File: config.mk
export PLATFORM = sky130hd
export DESIGN_NAME = dds_phase_acc
export DESIGN_NICKNAME = d
export VERILOG_FILES = /design/src/rtl/dds_pkg.sv /design/src/rtl/dds_pipe_dly.sv /design/src/rtl/dds_fcw_regs.sv /design/src/rtl/dds_acc_slice.sv /design/src/rtl/dds_phase_acc.sv
export SDC_FILE = /design/constraint.sdc
export NUM_CORES = 1
export LEC_CHECK = 0
export CAP_MARGIN = 20
export CORE_ASPECT_RATIO = 0.6
export CORE_MARGIN = 8
export CORE_UTILIZATION = 55
export DETAILED_ROUTE_END_ITERATION = 10
export PLACE_DENSITY = 0.75
export RECOVER_POWER = 100
export REMOVE_ABC_BUFFERS = 1
export SYNTH_ARGS = -nofsm -noshare
export SYNTH_HDL_FRONTEND = slang
export SYNTH_HIERARCHICAL = 1
export SYNTH_SLANG_ARGS = --single-unit
File: constraint.sdc
create_clock -name clk_i -period 2.6 [get_ports clk_i]
set_clock_uncertainty 0.05 [all_clocks]
set_input_delay 0.52 -clock clk_i [delete_from_list [all_inputs] [get_ports clk_i]]
set_output_delay 0.52 -clock clk_i [all_outputs]
set_load 0.02 [all_outputs]
File: src/rtl/dds_pkg.sv
`timescale 1ns/1ps
package dds_pkg;
  localparam int unsigned PHASE_W_DEF = 32;
  localparam int unsigned SLICE_W_DEF = 8;
  localparam int unsigned ADDR_W_DEF  = 13;
  localparam int unsigned BUS_W_DEF   = 8;
endpackage

File: src/rtl/dds_pipe_dly.sv
`timescale 1ns/1ps
module dds_pipe_dly #(
  parameter int W     = 8,
  parameter int DEPTH = 1
) (
  input  logic         clk_i,
  input  logic         rst_ni,
  input  logic         en_i,
  input  logic [W-1:0] d_i,
  output logic [W-1:0] q_o
);
  logic [W-1:0] r_q [DEPTH];

  always_ff @(posedge clk_i or negedge rst_ni) begin
    if (!rst_ni) begin
      for (int i = 0; i < DEPTH; i++) r_q[i] <= '0;
    end else if (en_i) begin
      r_q[0] <= d_i;
      for (int i = 1; i < DEPTH; i++) r_q[i] <= r_q[i-1];
    end
  end

  assign q_o = r_q[DEPTH-1];
endmodule

File: src/rtl/dds_fcw_regs.sv
`timescale 1ns/1ps
module dds_fcw_regs #(
  parameter  int PHASE_W = 32,
  parameter  int BUS_W   = 8,
  localparam int N_LANE  = PHASE_W / BUS_W,
  localparam int SEL_W   = (N_LANE > 1) ? $clog2(N_LANE) : 1
) (
  input  logic               clk_i,
  input  logic               rst_ni,
  input  logic               wr_i,
  input  logic [SEL_W-1:0]   sel_i,
  input  logic [BUS_W-1:0]   wdata_i,
  input  logic               commit_i,
  output logic [PHASE_W-1:0] shadow_o,
  output logic [PHASE_W-1:0] step_o
);
  logic [PHASE_W-1:0] shadow_q, step_q;

  always_ff @(posedge clk_i or negedge rst_ni) begin
    if (!rst_ni) begin
      shadow_q <= '0;
      step_q   <= '0;
    end else begin
      // commit sees the pre-write holding value (nonblocking)
      if (commit_i) step_q <= shadow_q;
      for (int l = 0; l < N_LANE; l++) begin
        if (wr_i && (sel_i == SEL_W'(l))) shadow_q[l*BUS_W +: BUS_W] <= wdata_i;
      end
    end
  end

  assign shadow_o = shadow_q;
  assign step_o   = step_q;
endmodule

File: src/rtl/dds_acc_slice.sv
`timescale 1ns/1ps
module dds_acc_slice #(
  parameter int W   = 8,
  parameter int IDX = 0,
  parameter int N   = 4
) (
  input  logic         clk_i,
  input  logic         rst_ni,
  input  logic         en_i,
  input  logic [W-1:0] step_i,
  input  logic         cin_i,
  output logic         cout_o,
  output logic [W-1:0] q_o
);
  localparam int SKEW_IN  = IDX;
  localparam int SKEW_OUT = N - 1 - IDX;

  logic [W-1:0] step_d;
  logic [W-1:0] acc_q;
  logic         cy_q;
  logic [W:0]   sum_w;

  // step byte follows the carry wavefront
  if (SKEW_IN == 0) begin : g_in_direct
    assign step_d = step_i;
  end else begin : g_in_dly
    dds_pipe_dly #(.W(W), .DEPTH(SKEW_IN)) u_in_dly (
      .clk_i (clk_i),
      .rst_ni(rst_ni),
      .en_i  (en_i),
      .d_i   (step_i),
      .q_o   (step_d)
    );
  end

  always_comb sum_w = {1'b0, acc_q} + {1'b0, step_d} + {{W{1'b0}}, cin_i};

  always_ff @(posedge clk_i or negedge rst_ni) begin
    if (!rst_ni) begin
      acc_q <= '0;
      cy_q  <= 1'b0;
    end else if (en_i) begin
      acc_q <= sum_w[W-1:0];
      cy_q  <= sum_w[W];
    end
  end

  assign cout_o = cy_q;

  // realign so all slices show the same phase sample
  if (SKEW_OUT == 0) begin : g_out_direct
    assign q_o = acc_q;
  end else begin : g_out_dly
    dds_pipe_dly #(.W(W), .DEPTH(SKEW_OUT)) u_out_dly (
      .clk_i (clk_i),
      .rst_ni(rst_ni),
      .en_i  (en_i),
      .d_i   (acc_q),
      .q_o   (q_o)
    );
  end
endmodule

File: src/rtl/dds_phase_acc.sv
`timescale 1ns/1ps
module dds_phase_acc #(
  parameter  int PHASE_W = dds_pkg::PHASE_W_DEF,
  parameter  int SLICE_W = dds_pkg::SLICE_W_DEF,
  parameter  int ADDR_W  = dds_pkg::ADDR_W_DEF,
  parameter  int BUS_W   = dds_pkg::BUS_W_DEF,
  localparam int N_SLICE = PHASE_W / SLICE_W,
  localparam int N_LANE  = PHASE_W / BUS_W,
  localparam int SEL_W   = (N_LANE > 1) ? $clog2(N_LANE) : 1
) (
  input  logic               clk_i,
  input  logic               rst_ni,
  input  logic               en_i,
  input  logic               wr_i,
  input  logic [SEL_W-1:0]   wr_sel_i,
  input  logic [BUS_W-1:0]   wr_data_i,
  input  logic               commit_i,
  output logic [PHASE_W-1:0] phase_o,
  output logic [ADDR_W-1:0]  addr_o
);
  logic [PHASE_W-1:0] shadow;
  logic [PHASE_W-1:0] step_act;
  logic [N_SLICE-1:0] cy;
  logic [PHASE_W-1:0] phase_al;
  logic               wrap;

  dds_fcw_regs #(.PHASE_W(PHASE_W), .BUS_W(BUS_W)) u_fcw (
    .clk_i   (clk_i),
    .rst_ni  (rst_ni),
    .wr_i    (wr_i),
    .sel_i   (wr_sel_i),
    .wdata_i (wr_data_i),
    .commit_i(commit_i),
    .shadow_o(shadow),
    .step_o  (step_act)
  );

  for (genvar s = 0; s < N_SLICE; s++) begin : g_slice
    logic cin;
    if (s == 0) begin : g_c0
      assign cin = 1'b0;
    end else begin : g_cn
      assign cin = cy[s-1];
    end
    dds_acc_slice #(.W(SLICE_W), .IDX(s), .N(N_SLICE)) u_slice (
      .clk_i (clk_i),
      .rst_ni(rst_ni),
      .en_i  (en_i),
      .step_i(step_act[s*SLICE_W +: SLICE_W]),
      .cin_i (cin),
      .cout_o(cy[s]),
      .q_o   (phase_al[s*SLICE_W +: SLICE_W])
    );
  end

  // top carry is dropped: modulo 2^PHASE_W wrap
  assign wrap    = cy[N_SLICE-1];
  assign phase_o = phase_al;
  assign addr_o  = phase_al[PHASE_W-1 -: ADDR_W];
endmodule

# --- After elaboration in Yosys (flattened, before gate mapping) ---
# Cells that the tools add are included.
totals:
  regBits: 195
  latch_bits: 0
  mem_bits_rw: 0
  mem_bits_ro: 0
  input_bits: 15
  out_inout_bits: 45
  elab_cells: 39
  n_memories: 0
classes:
  n_addsub: 7
  n_mul: 0
  div: 0
  n_lt_le_gt_ge: 0
  eq_ne: 3
  shifts: 0
  muxes: 0
  bitwise_logic: 0
  reduce_logical: 5
ops:
  columns: ["cell", "count"]
  rows:
  - ["8-bit by 8-bit adder with 9-bit output", 3]
  - ["9-bit by 1-bit adder with 9-bit output", 2]
  - ["8-bit by 1-bit adder with 8-bit output", 1]
  - ["8-bit adder", 1]
  - ["2-bit equality test (second input constant)", 2]
  - ["1-bit logical AND", 4]
  - ["2-bit by 1-bit equality test with 1-bit output (second input constant)", 1]
  - ["2-bit zero test", 1]

# --- Longest topological paths before layout ---
depth:
  depth_word: 2
  ltp_mapped: 7
  ltp_nobuf: 6

# --- Cells and area by module ---
# Netlist, hierarchy kept.
by_module_without_submodules:
  columns: ["mod", "instances", "cells_per_inst", "area_per_inst_um2", "seq_area_each_um2"]
  rows:
  - ["dds_fcw_regs", 1, 136, 2392.3, 1601.5]
  - ["dds_pipe_dly at g_slice[0].u_slice.g_out_dly.u_out_dly ...", 2, 59, 1057.3, 600.6]
  - ["dds_pipe_dly at g_slice[1].u_slice.g_out_dly.u_out_dly ...", 2, 42, 709.4, 400.4]
  - ["dds_acc_slice at g_slice[0].u_slice ...", 2, 75, 701.9, 225.2]
  - ["dds_acc_slice at g_slice[2].u_slice", 1, 73, 721.9, 225.2]
  - ["dds_acc_slice at g_slice[3].u_slice", 1, 75, 714.4, 225.2]
  - ["dds_pipe_dly at g_slice[1].u_slice.g_in_dly.u_in_dly ...", 2, 17, 331.6, 200.2]
  - ["dds_phase_acc", 1, 14, 101.3, 0.0]

# --- Worst setup path before layout ---
# No wires, ideal clock.
synth_timing:
  path_kind: "reg2reg"
  start: "register g_slice[3].u_slice.acc_q[0]"
  end: "register g_slice[3].u_slice.acc_q[6]"
  setup_time_ns: 0.131
  arrival_ns: 2.209
  setup_slack_ns: 0.210
  stages_incl_launch_ff: 7
  path_buffers: 0
  cell_sequence: "dfrtp_1 -> fa_1 -> fa_1 -> a211oi_2 -> o21bai_1 -> and4b_1 -> or3_1"
synth_between:
  elab_chain_len: 2
synth_rtl:
  columns: ["item", "line", "source"]
  rows:
  - ["start: declaration", "dds_acc_slice.sv:19", "logic [W-1:0] acc_q;"]
  - ["start signal: assignment", "dds_acc_slice.sv:43", "acc_q <= sum_w[W-1:0];"]
  - ["8-bit adder", "dds_acc_slice.sv:36", "always_comb sum_w = {1'b0, acc_q} + {1'b0, step_d} + {{W{1'b0}}, cin_i};"]
  - ["8-bit by 1-bit adder with 8-bit output", "dds_acc_slice.sv:36", null]
# No other way between the ends.
# A chain may end at the register's enable or synchronous reset.

# --- Worst setup path in the final report ---
layout_timing:
  start: "register u_fcw.step_q[0] (netlist: u_fcw/step_o[0])"
  end: "register g_slice[0].u_slice.acc_q[6]"
layout_between:
  elab_chain_len: 1
layout_rtl:
  columns: ["item", "line", "source"]
  rows:
  - ["start: declaration", "dds_fcw_regs.sv:17", "logic [PHASE_W-1:0] shadow_q, step_q;"]
  - ["start signal: assignment", "dds_fcw_regs.sv:25", "if (commit_i) step_q <= shadow_q;"]
  - ["8-bit by 8-bit adder with 9-bit output", "dds_acc_slice.sv:36", null]
  - ["end signal: assignment", "dds_acc_slice.sv:43", null]
  - ["end: declaration", "dds_acc_slice.sv:19", null]
# No other way between the ends.

==> results.md <==
* Status: finished, violations left
* Failing checks: capacitance limit, slew limit
* Die width at 185.4 µm
* Initial core utilization at 55.73%
* Maximum vdd drop at 0.5166 mV
* Antenna diodes at 0
* Rel. slew slack at -35.83%
* GRT Residual Overflow at 0
* Mapped Cells at 676
* Worst Hold Path EP: g_slice[2].u_slice/g_in_dly.u_in_dly/q_o[2]$_DFFE_PN0P_
* IO Pins at 60
* # setup viols final at 0
* P_leak at 4.348 nW
* Min-delay worst type: reg2reg
* Die height at 117.6 µm
* Routability cong. at 0.8626
* Reg clk slew, reported paths at 0.07 ns
* Pins Over Slew Limit at 76
* Setup crit end kind: flop
* DIE AREA at 21810 µm²
* GR Util All Layers at 15.78%
* First-pass GRT wire length at 28090 µm
* Reg2Reg Capture Point: g_slice[0].u_slice/acc_q[6]$_DFFE_PN0P_
* Number of global-route vias before repair at 5445
* Crit-path max FO at 3
* Max-Cap Viols at 1
* Routed via count at 5179
* Max stage delay on crit path at 0.50 ns
* H-tree Lvls at 4
* Inserted Clock Buffers at 17
* Setup total negative slack at 0 ns
* Area Overhead vs Synth at 7.017%
* Synth warn at 6
* Worst r2r src: u_fcw/step_o[0]$_DFFE_PN0P_
* DR iter-0 viols at 359
* Residual DRC at 0
* Antenna violations before repair at 0
* Dpl hpwl at 10990 µm
* Hold Vio Cnt, Final at 0
* Antenna-violating nets left at 0
* Worst Hold Slack at 0.4289 ns
* Placed Instances at 907
* Fin crit share at 96.28%
* CTS-repair resized insts at 0
* Layout cells sized above 1 at 19.72%
* Routed len/inst at 17.45 µm
* Worst-Margin Slew at 2.037 ns
* Critical-path top delay cell: fa_1
* Hold wc startpoint: g_slice[2].u_slice/g_in_dly.u_in_dly/r_q[10]$_DFFE_PN0P_
* Crit path DAT at 2.75 ns
* Worst reg2reg path depth at 6
* Total Power at 12.35 mW
* Vias per Instance at 5.515
* Worst R2R Setup Slack at 0.1 ns
* Pwr Density at 1219 nW/µm²
* Fin nets at 743
* WP buf/inv at 0
* Critical Setup Path Class: reg2reg
* Crit path required time at 2.85 ns
* Layout Cells excl Fill at 939
* Most common cell on crit path: fa_1
* Final Routed Wirelength at 16380 µm
* Post-layout min period at 2.503 ns
* Syn avg cell area at 14.01 µm²
* CORE AREA at 16990 µm²
* Crit path cell chain: fa_1, fa_1, a211oi_2, o21bai_1, and4b_1, or3_1
* Mapped cell area at 9469 µm²
* CTS sink count at 195
* RSZ-0062 raised after global routing: false
* Worst hold path depth at 1
* CTS tree: yes
* IO Port Bufs at 59
* First-pass DRT Iterations at 4
* Worst-skew pair later-pin latency at 0.42 ns
* Post-CTS Setup Repair Bufs at 0
* Max Clock Freq at 399.5 MHz
* CTS root buf: clkbuf_16
* Cts hold-fix bufs at 0
* Critical Path Start Type: flop
* Largest net degree at the start of global routing at 98
* Largest delay share family, worst path: adder cells
* Clock tree buffer depth at 2
* Rows at 37
## registers in the layout, summed over array words and instances, names as in the netlist
signal,count
g_slice.u_slice/g_in_dly.u_in_dly/r_q,24
g_slice.u_slice/cout_o,3
g_slice.u_slice/g_out_dly.u_out_dly/q_o,24
g_slice.u_slice/g_in_dly.u_in_dly/q_o,24
u_fcw/shadow_o,32
g_slice.u_slice/acc_q,24
g_slice.u_slice/q_o,8
u_fcw/step_o,32
g_slice.u_slice/g_out_dly.u_out_dly/r_q,24
## area by class of cell
class                      count  area [µm²]
clock buffer                  21       450.4
clock inverter                11       151.4
fill                        1332        6857
inverter                      12       45.04
multi-input combinational    396        3635
sequential                   195        4880
tap                          234       292.8
timing repair buffer          70       679.4
## layout by cell type, fill, tap and decap left out, types with 5 or more instances in the layout
cell,instances
inv_1,12
mux2_4,9
dfrtp_1,195
a211oi_1,14
ha_1,28
nand3_1,5
o21ai_0,30
mux2_2,87
nor2_1,18
clkbuf_1,9
nand2_1,14
fa_1,8
clkbuf_16,17
nand3b_1,7
a21o_1,5
mux2_1,73
clkdlybuf4s50_1,10
nand4b_1,5
mux2i_1,8
nor2b_1,7
o211ai_1,5
o22ai_1,8
dlygate4sd3_1,47
a21oi_1,26
## routing by layer
layer | routed length (µm) | share of wire, % | track usage, % | vias to the layer above
met5 | 0 | 0 | 0 | -
met4 | 134 | 0.82 | 4.880 | 0
met3 | 758 | 4.6 | 3.052 | 16
met2 | 7673 | 47 | 24.68 | 117
met1 | 7817 | 48 | 21.89 | 2623
li1 | - | - | - | 2423
## stage by stage
step | worst slack, ns | util [%] | cell area (µm²)
global placement | 0.1910 | 58.21 | 9889
global route | 0.001707 | 59.64 | 10130
finish | 0.09670 | 59.64 | 10130
CTS | 0.1002 | 61.75 | 10490
floorplan | 0.1326 | - | 8856
detailed placement | 0.1162 | 58.21 | 9889
## power by group
| part | leakage [nW] | total [mW] | internal, mW | switching [mW] |
|---|---|---|---|---|
| registers | 2.30 | 4.89 | 4.15 | 0.734 |
| logic | 1.77 | 4.77 | 2.32 | 2.45 |
| clock network | 0.280 | 2.69 | 1.55 | 1.14 |
## how the worst max path moves through the flow
stage | cells after the start | end | slack, ns | startpoint
after global routing | 6 | g_slice[0].u_slice/acc_q[6]$_DFFE_PN0P_ | 0.002 | u_fcw/step_o[0]$_DFFE_PN0P_
final | 6 | g_slice[0].u_slice/acc_q[6]$_DFFE_PN0P_ | 0.1 | u_fcw/step_o[0]$_DFFE_PN0P_
after detailed placement | 6 | g_slice[0].u_slice/acc_q[6]$_DFFE_PN0P_ | 0.12 | u_fcw/step_o[0]$_DFFE_PN0P_
after CTS | 6 | g_slice[0].u_slice/acc_q[6]$_DFFE_PN0P_ | 0.10 | u_fcw/step_o[0]$_DFFE_PN0P_
after global placement | 6 | g_slice[1].u_slice/acc_q[6]$_DFFE_PN0P_ | 0.19 | g_slice[0].u_slice/cout_o$_DFFE_PN0P_
after floorplan | 6 | g_slice[3].u_slice/q_o[6]$_DFFE_PN0P_ | 0.13 | g_slice[3].u_slice/q_o[0]$_DFFE_PN0P_
No activity file was read; power rests on OpenSTA's default activity.
